==> src/rtl/pulse_swallow_divider.sv <==
module pulse_swallow_divider #(
  parameter int P_W     = 7,
  parameter int S_W     = 6,
  parameter int LO_BASE = 32,
  parameter int HI_BASE = 47
) (
  input  logic           clk,
  input  logic           rst,
  input  logic [P_W-1:0] p_load,
  input  logic [S_W-1:0] s_load,
  input  logic           band_hi,
  output logic           div_out,
  output logic           mod_small
);

  localparam int PRE_W = $clog2(HI_BASE + 1) + 1;

  logic [PRE_W-1:0] pre_cnt;
  logic [PRE_W-1:0] pre_last;
  logic [P_W-1:0]   p_cnt;
  logic [P_W-1:0]   p_eff;
  logic [S_W-1:0]   s_cnt;
  logic             hi_q;
  logic             pre_end;
  logic             reload;

  assign mod_small = (s_cnt == '0);
  assign pre_last  = (hi_q ? PRE_W'(HI_BASE) : PRE_W'(LO_BASE)) - PRE_W'(mod_small);
  assign pre_end   = (pre_cnt == pre_last);
  assign reload    = pre_end && (p_cnt <= P_W'(1));
  assign p_eff     = (p_load == '0) ? P_W'(1) : p_load;

  always_ff @(posedge clk) begin
    if (rst) begin
      pre_cnt <= '0;
      p_cnt   <= p_eff;
      s_cnt   <= s_load;
      hi_q    <= band_hi;
      div_out <= 1'b0;
    end else begin
      div_out <= reload;
      if (pre_end) begin
        pre_cnt <= '0;
        if (reload) begin
          p_cnt <= p_eff;
          s_cnt <= s_load;
          hi_q  <= band_hi;
        end else begin
          p_cnt <= p_cnt - P_W'(1);
          if (!mod_small) s_cnt <= s_cnt - S_W'(1);
        end
      end else begin
        pre_cnt <= pre_cnt + PRE_W'(1);
      end
    end
  end

  AST_PULSE_ONE_CYCLE: assert property (@(posedge clk) disable iff (rst)
    div_out |=> !div_out);
  AST_PULSE_AT_START: assert property (@(posedge clk) disable iff (rst)
    div_out |-> (pre_cnt == '0));
  AST_SWALLOW_STAYS_DONE: assert property (@(posedge clk) disable iff (rst)
    (mod_small && !reload) |=> mod_small);
  AST_BAND_HELD: assert property (@(posedge clk) disable iff (rst)
    !reload |=> $stable(hi_q));
  AST_P_NEVER_ZERO: assert property (@(posedge clk) disable iff (rst)
    p_cnt != '0);
  AST_PRE_BOUND: assert property (@(posedge clk) disable iff (rst)
    pre_cnt <= pre_last);

endmodule

==> config.mk <==
export PLATFORM = sky130hd
export DESIGN_NAME = pulse_swallow_divider
export DESIGN_NICKNAME = d
export VERILOG_FILES = /design/src/rtl/pulse_swallow_divider.sv
export SDC_FILE = /design/constraint.sdc
export NUM_CORES = 1
export LEC_CHECK = 0
export CORE_MARGIN = 2
export CORE_UTILIZATION = 54
export CTS_CLUSTER_DIAMETER = 40
export DETAILED_ROUTE_END_ITERATION = 7
export PLACE_DENSITY = 0.88
export SETUP_SLACK_MARGIN = 0.02
export SYNTH_ARGS = -nofsm -noshare
export SYNTH_HDL_FRONTEND = slang
export SYNTH_SLANG_ARGS = --single-unit
export TNS_END_PERCENT = 50
==> constraint.sdc <==
create_clock -name clk -period 2.81 [get_ports clk]
set_input_delay 0.7025 -clock clk [delete_from_list [all_inputs] [get_ports clk]]
set_output_delay 0.7025 -clock clk [all_outputs]
set_load 0.02 [all_outputs]
==> results of run 1 <==
[through the flow]
step / TNS, ns / instances / area [um^2] / hold WS, ns
after floorplan: 0 / 116 / 1320 / 0.496
final: 0 / 171 / 1600 / 0.553
after detailed placement: -0.0248 / 164 / 1550 / 0.539
after global routing: 0 / 171 / 1600 / 0.595
after CTS: 0 / 171 / 1600 / 0.557
after global placement: 0 / 164 / 1550 / 0.528
[sequential cells by signal (all words and copies together) (netlist names)]
| register | count |
|---|---|
| div_out | 1 |
| hi_q | 1 |
| p_cnt | 7 |
| pre_cnt | 7 |
| s_cnt | 6 |
[worst max-delay path, stage by stage, from the launching register on]
cell and delay, ns:
edfxtp_1 0.41, nor3_1 0.31, nand3b_1 0.19, inv_1 0.13, clkdlybuf4s50_1 0.61
[worst max-delay path by stage]
stage	to	from	slack (ns)
after CTS	mod_small	s_cnt[2]	0.14
after global routing	s_cnt[4]	s_cnt[0]	0.02
after floorplan	p_cnt[0]	s_cnt[0]	0.19
final	mod_small	s_cnt[3]	0.13
after detailed placement	s_cnt[2]	s_cnt[2]	-0.02
after global placement	s_cnt[0]	s_cnt[2]	0.14
[report_power, final]
group	leakage, nW	internal (mW)	total, mW	switching [mW]
Combinational	0.433	0.0816	0.139	0.0572
Sequential	0.202	0.372	0.392	0.0206
Clock	0.0150	0.0555	0.151	0.0955
Total	0.651	0.509	0.682	0.173
[timing repair]
action                                  4_1_cts  5_1_grt
endpoints found under the setup margin        4        0
buffers inserted                              3        0
hold endpoints to repair                      0        0
[cells by family (layout without fill, tap and decap cells)]
| group | after synthesis | in the layout | synth area share, % |
|---|---|---|---|
| fa+ha+maj | 7 | 7 | 6.65 |
| mux | 13 | 13 | 12.2 |
| xor+xnor | 15 | 15 | 9.97 |
| compound gates | 6 | 6 | 4.84 |
| buf+inv | 14 | 41 | 4.56 |
| flops | 22 | 22 | 44.1 |
| simple gates | 39 | 39 | 17.8 |
[cell type report]
class	count	area, um^2	area share [%]
Clock buffer	4	26.3	1.64
Inverter	11	41.3	2.58
Multi-Input combinational cell	80	677	42.4
Sequential cell	22	581	36.3
Tap cell	28	35.0	2.19
Timing Repair Buffer	26	238	14.9
[metal layers]
layer  wire (um)  share of wire, %  track usage (%)  up-vias
met5           0                 0                0        -
met4          46               2.0             8.97        0
met3          70               3.0             2.54        4
met2        1140                49             33.7       18
met1        1070                46             22.4      426
li1            -                 -                -      465
[cells in the mapped netlist (2+ instances only)]
cell type   n
mux2_4      5
mux2i_1     4
inv_1      11
nor2_1      5
or3b_1      2
ha_1        7
nand3b_1    3
nand3_1     6
xor2_1      9
xnor2_1     6
edfxtp_1   14
nand2_1     2
mux2_2      4
nor3_1     11
dfxtp_1     8
clkbuf_1    2
==> impl_metrics.yaml, run 1 <==
global_route:
  grt-ovfl-total: 0
  grt_max_degree: 13
  grt_pass1_wl_mm: 3.86
  grt_pass1_vias: 915
  track_usage_pct: 19.0
  grt_antenna_before_repair: 0
clock_tree:
  cts.path.max_buffers: 2
  clockRootBuffer: "clkbuf_4"
  cts_resized: 0
  ctsHoldBuffers: 0
  cts_tree: "built"
  cts_buffers: 3
  htree_levels: 1
  cts.clk_slew.worst_paths_ns: 0.13
  insertion_delay_ns: 0.31
  cts.sinks: 22
final_layout:
  final_util_pct: 70.9
  diodes: 0
  final_cell_mix: "clkdlybuf4s50_1 (17), edfxtp_1 (14), inv_1 (11), nor3_1 (11)"
  layout-drive-gt1-share_pct: 20.3
  final_nets: 167
  syn_to_final_growth_pct: 21.3
  nFillCells: 167
  final_common_cell: "clkdlybuf4s50_1"
synth:
  synth_top_area_share_pct: 31.9
  ys_ff_latch: 22
  synth_edf_count: 14
  yosys.area.top_type: "edfxtp_1"
  ys_types: 33
  syn_inst: 116
  synth_top_cells_by_area: "edfxtp_1 (32%), dfxtp_1 (12%), ha_1 (6.6%)"
  synth-main-ff-cell: "edfxtp_1"
  synth_fp_nets: 139
  yosysWarnings: 0
  avgSynthCellArea_um2: 11.4
  syn-cell-area_um2: 1320
  ys_async_sr_fraction_pct: 0
  yosysSeqAreaShare_pct: 44.1
placed_design:
  place_congestion: 0.810
  portBuffers: 17
  dp_hpwl_mm: 1.81
  place_ws_ns: -0.0161
worst_setup_path:
  crit_required_ns: 2.11
  critical_path_arrival_ns: 1.97
  crit_type: "reg -> out"
  reg2reg_depth: 10
  r2r_start: "s_cnt[0]"
  critPathMaxFanout: 3
  cp-start-kind: "flip-flop"
  cp-end-kind: "output pin"
  r2r_setup_slack_ns: 0.17
  r2r_end: "p_cnt[4]"
power_and_ir_drop:
  total_power_uw: 682
  leakage_nw: 0.651
  cellPowerDensity_nw_per_um2: 427
  ir_drop_v: 0.000337
detailed_routing:
  detail_route.iter0.violations: 17
  wire_per_inst_um: 13.6
  wirelength_mm: 2.33
  vias: 913
  via_per_inst: 5.34
  ant_nets: 0
  drt_pass1_iterations: 4
  drcViolationCount: 0
sta:
  final.period_utilization_pct: 95.2
  slew_viol_final: 0
  timing.fmax_mhz: 374
  rsz0062_at_grt: "no"
  finalSetupViolCount: 0
  hold_viol: 0
  post-route-min-period_ns: 2.68
  max_slew_margin_pct: 79.8
  skew_ns: 0.0109
  fin_ws_ns: 0.135
  worst_pin_slew_ns: 0.301
die:
  io_pins: 18
  die_y_um: 53.4
  std_cell_rows: 17
  die-area_um2: 2850
  fp.dieW_um: 53.4
  coreArea_um2: 2250
  start_util_pct: 58.4
min_path:
  worstHoldPathCells: 1
  hold_class: "reg -> reg"
  hp-start: "pre_cnt[0]"
  hold_end: "pre_cnt[0]"
status:
  status: "finished, final reports clean"
flow_run:
  maxCapViolations: 0
(Power assumes the default switching activity.)
==> run 2: changes to the inputs <==
Settings changed: CTS_CLUSTER_SIZE set to 14, REMOVE_ABC_BUFFERS set to 1.
==> impl_metrics.yaml, run 2 (same netlist as run 1, synthesis figures left out) <==
status:
  status: "finished, final reports clean"
sta:
  post-route-min-period_ns: 2.74
  max_slew_margin_pct: 80.0
  hold_viol: 0
  slew_viol_final: 0
  fin_hold_ws_ns: 0.550
  skew_ns: 0.00489
  worst_pin_slew_ns: 0.298
  timing.fmax_mhz: 365
  final.period_utilization_pct: 97.5
  finalSetupViolCount: 0
die:
  std_cell_rows: 17
  io_pins: 18
  die-area_um2: 2850
  die_y_um: 53.4
  fp.dieW_um: 53.4
  coreArea_um2: 2250
  start_util_pct: 58.4
detailed_routing:
  ant_nets: 0
  vias: 939
  via_per_inst: 5.52
  drcViolationCount: 0
  wire_per_inst_um: 15.2
  wirelength_mm: 2.59
  detail_route.iter0.violations: 15
  drt_pass1_iterations: 4
worst_setup_path:
  critPathMaxFanout: 4
  crit_type: "reg -> out"
  max_stage_delay_ns: 0.61
  cp_cell_sequence: "nor3_1 -> nand3b_1 -> inv_1 -> clkdlybuf4s50_1"
  crit_required_ns: 2.11
  crit_family: "buffers and inverters"
  cp-end-kind: "output pin"
  critical_path_arrival_ns: 2.04
  r2r_setup_slack_ns: 0.11
  crit_buf_inv: 2
  critPathSlowestCell: "clkdlybuf4s50_1"
  cp-start-kind: "flip-flop"
clock_tree:
  insertion_delay_ns: 0.31
  htree_levels: 1
  cts.path.max_buffers: 2
  cts.clk_slew.worst_paths_ns: 0.12
  cts_tree: "built"
  cts.sinks: 22
  cts_buffers: 3
  clockRootBuffer: "clkbuf_4"
flow_run:
  maxCapViolations: 0
global_route:
  grt_max_degree: 13
  grt_pass1_vias: 957
  track_usage_pct: 20.9
  grt_antenna_before_repair: 0
  grt_pass1_wl_mm: 4.09
  grt-ovfl-total: 0
final_layout:
  ff_latch_area_um2: 581
  diodes: 0
  top_regs: "p_cnt x7, pre_cnt x7, s_cnt x6"
  final_cell_mix: "clkdlybuf4s50_1 (17), edfxtp_1 (14), inv_1 (11), nor3_1 (11), xor2_1 (9)"
  syn_to_final_growth_pct: 22.9
  nFillCells: 162
  final_nets: 166
  final_common_cell: "clkdlybuf4s50_1"
  layout-drive-gt1-share_pct: 21.1
  multi_input_area_um2: 679
power_and_ir_drop:
  ir_drop_v: 0.000407
  total_power_uw: 714
  leakage_nw: 0.655
  cellPowerDensity_nw_per_um2: 441
placed_design:
  portBuffers: 17
  place_congestion: 0.779
  dp_hpwl_mm: 1.88
min_path:
  hold_class: "reg -> reg"
run 2: final timing paths:
kind                                  from    endpoint  depth (start not counted)
worst max-delay path              s_cnt[3]   mod_small                          4
worst min-delay path            pre_cnt[0]  pre_cnt[0]                          1
worst max register to register    s_cnt[0]    p_cnt[4]                         10
worst min register to register  pre_cnt[0]  pre_cnt[0]                          1
run 2: final cells by class:
cell class	count	share of cell area (%)
clock buffer	4	2.24
inverter	11	2.55
multi-input combinational	80	42.0
sequential	22	35.9
tap	28	2.16
timing repair buffer	25	15.2
run 2: timing repair:
action                     in CTS  in global routing
resized for setup               0                  2
gates cloned                    0                  0
buffers inserted                2                  2
setup endpoints to repair       9                  8
hold buffers                    0                  0
pin swaps                       1                  2
run 2: power by group:
group / internal, mW / switching [mW]
clock network: 0.0792 / 0.0964
registers: 0.372 / 0.0219
logic: 0.0829 / 0.0612
total: 0.534 / 0.180
run 2: metal layers:
layer	part of all wire (%)	up-vias	global-route usage [%]	wire, um
met2	55	19	38.3	1430
li1	-	462	-	-
met5	0	-	0	0
met3	2.7	6	3.67	70
met4	2.6	0	11.1	68
met1	39	452	22.4	1020
run 2: metrics by stage:
| stage | TNS, ns | instance area, um^2 | worst slack, ns | std cells | util (%) |
|---|---|---|---|---|---|
| after floorplan | 0 | 1300 | 0.230 | 113 | - |
| after global placement | 0 | 1530 | 0.0986 | 162 | 68.0 |
| after detailed placement | -0.137 | 1530 | -0.0408 | 162 | 68.0 |
| after CTS | 0 | 1600 | 0.0764 | 168 | 70.9 |
| after global routing | -0.361 | 1620 | -0.0653 | 170 | 71.8 |
| final | 0 | 1620 | 0.0697 | 170 | 71.8 |
==> run 3: changes to the inputs <==
Settings changed: CELL_PAD_IN_SITES_DETAIL_PLACEMENT set to 1, CELL_PAD_IN_SITES_GLOBAL_PLACEMENT set to 2, CORE_UTILIZATION 54 to 35, PLACE_DENSITY 0.88 to 0.86.
==> impl_metrics.yaml, run 3 (same netlist as run 1, synthesis figures left out) <==
status:
  status: "finished, final reports clean"
die:
  start_util_pct: 36.3
  coreArea_um2: 3630
  die_y_um: 65.4
  std_cell_rows: 22
  io_pins: 18
  die-area_um2: 4270
  fp.dieW_um: 65.4
detailed_routing:
  vias: 915
  ant_nets: 0
  wirelength_mm: 2.71
  drcViolationCount: 0
  via_per_inst: 4.79
  wire_per_inst_um: 14.2
  detail_route.iter0.violations: 20
  drt_pass1_iterations: 4
clock_tree:
  ctsHoldBuffers: 0
  cts_tree: "built"
  insertion_delay_ns: 0.27
  cts.sinks: 22
  cts.clk_slew.worst_paths_ns: 0.08
  htree_levels: 1
  cts.path.max_buffers: 2
  cts_resized: 0
  clockRootBuffer: "clkbuf_8"
  cts_buffers: 3
power_and_ir_drop:
  total_power_uw: 764
  leakage_nw: 0.669
  ir_drop_v: 0.000157
  cellPowerDensity_nw_per_um2: 459
final_layout:
  final_cell_mix: "clkdlybuf4s50_1 (17), edfxtp_1 (14), inv_1 (11), nor3_1 (11), xor2_1 (9)"
  final_util_pct: 45.8
  top_regs: "p_cnt x7, pre_cnt x7, s_cnt x6"
  layout-drive-gt1-share_pct: 21.0
  fin_cells: 191
  diodes: 0
  syn_to_final_growth_pct: 26.3
  final_nets: 167
  final_common_cell: "clkdlybuf4s50_1"
  finish.instance_area_um2: 1660
worst_setup_path:
  critPathSlowestCell: "or3b_1"
  crit_type: "reg -> reg"
  max_stage_delay_ns: 0.36
  crit_required_ns: 2.83
  r2r_start: "s_cnt[0]"
  r2r_setup_slack_ns: 0.15
  crit_buf_inv: 3
  critical_path_arrival_ns: 2.68
  reg2reg_depth: 10
  cp_cell_sequence: "inv_1 -> ha_1 -> nand3b_1 -> inv_1 -> ha_1 -> or3b_1 -> a22oi_2 -> a31oi_4 -> buf_4 -> mux2_4"
  r2r_end: "p_cnt[4]"
  cp-start-kind: "flip-flop"
  crit_family: "simple AND/OR/NAND/NOR gates"
  crit_start: "s_cnt[0]"
  cp_num_cells: 10
  critPathMaxFanout: 6
  cp-end-kind: "flip-flop"
global_route:
  grt_antenna_before_repair: 0
  grt-ovfl-total: 0
  track_usage_pct: 14.9
  grt_max_degree: 13
  grt_pass1_wl_mm: 4.70
  grt_pass1_vias: 1036
flow_run:
  maxCapViolations: 0
sta:
  skew_ns: 0.00125
  timing.fmax_mhz: 376
  finalSetupViolCount: 0
  post-route-min-period_ns: 2.66
  rsz0062_at_grt: "no"
  max_slew_margin_pct: 79.8
  fin_ws_ns: 0.151
  hold_viol: 0
  worst_pin_slew_ns: 0.301
  slew_viol_final: 0
  final.period_utilization_pct: 94.6
placed_design:
  place_ws_ns: -0.0398
  place_area_um2: 1570
  place_congestion: 0.735
  dp_hpwl_mm: 2.03
  portBuffers: 17
  dp.cells: 183
min_path:
  hp-start: "pre_cnt[0]"
  worstHoldPathCells: 1
  hold_class: "reg -> reg"
  hold_end: "pre_cnt[0]"
[run 3: changes by cell type in the layout (fill, tap and decap cells not counted)]
cell and change:
clkbuf_8 +3, clkbuf_4 -3, ha_1 +1, ha_2 -1, buf_4 +2, buf_6 -1
[run 3: routing by layer]
layer	wire length (um)	vias to the layer above	track usage (%)
met5	0	-	0
met4	94	0	9.64
met3	71	7	2.05
met2	1310	20	25.0
met1	1230	424	17.9
li1	-	464	-
[run 3: worst max path at each step]
stage                to  slack, ns
6_report       p_cnt[4]       0.15
5_1_grt        p_cnt[2]       0.03
2_1_floorplan  p_cnt[2]       0.23
4_1_cts        p_cnt[4]       0.11
3_3_place_gp   s_cnt[0]        0.1
3_5_place_dp   s_cnt[5]      -0.04
[run 3: worst reg2reg max path: cells and delay by family (launching register included)]
| family | cells | cell delay [ns] |
|---|---|---|
| simple gates | 2 | 0.51 |
| fa+ha+maj | 2 | 0.45 |
| compound gates | 2 | 0.44 |
| flops | 1 | 0.35 |
| buf+inv | 3 | 0.35 |
| mux | 1 | 0.30 |
[run 3: power breakdown]
part / total, mW / leakage, nW / internal, mW / switching, mW
sequential: 0.393 / 0.202 / 0.372 / 0.0217
combinational: 0.140 / 0.439 / 0.0826 / 0.0577
clock: 0.230 / 0.0288 / 0.125 / 0.105
total: 0.764 / 0.669 / 0.579 / 0.185
[run 3: metrics by stage]
stage               TNS (ns)  hold WS (ns)
finish                     0         0.554
global route               0         0.593
CTS                        0         0.561
detailed placement    -0.140         0.551
global placement           0         0.540
floorplan                  0         0.486
[run 3: timing repair]
| action | 4_1_cts | 5_1_grt |
|---|---|---|
| pin swaps | 1 | 2 |
| setup buffers | 2 | 2 |
| setup endpoints to repair | 9 | 3 |
[run 3: final cells by class]
| cell class | count | area, um^2 |
|---|---|---|
| fillers | 415 | 1970 |
| repair buffers | 26 | 250 |
| well taps | 48 | 60.1 |
| multi-input cells | 80 | 677 |
| flip-flops and latches | 22 | 581 |
| clock buffers | 4 | 55.1 |
| inverters | 11 | 41.3 |
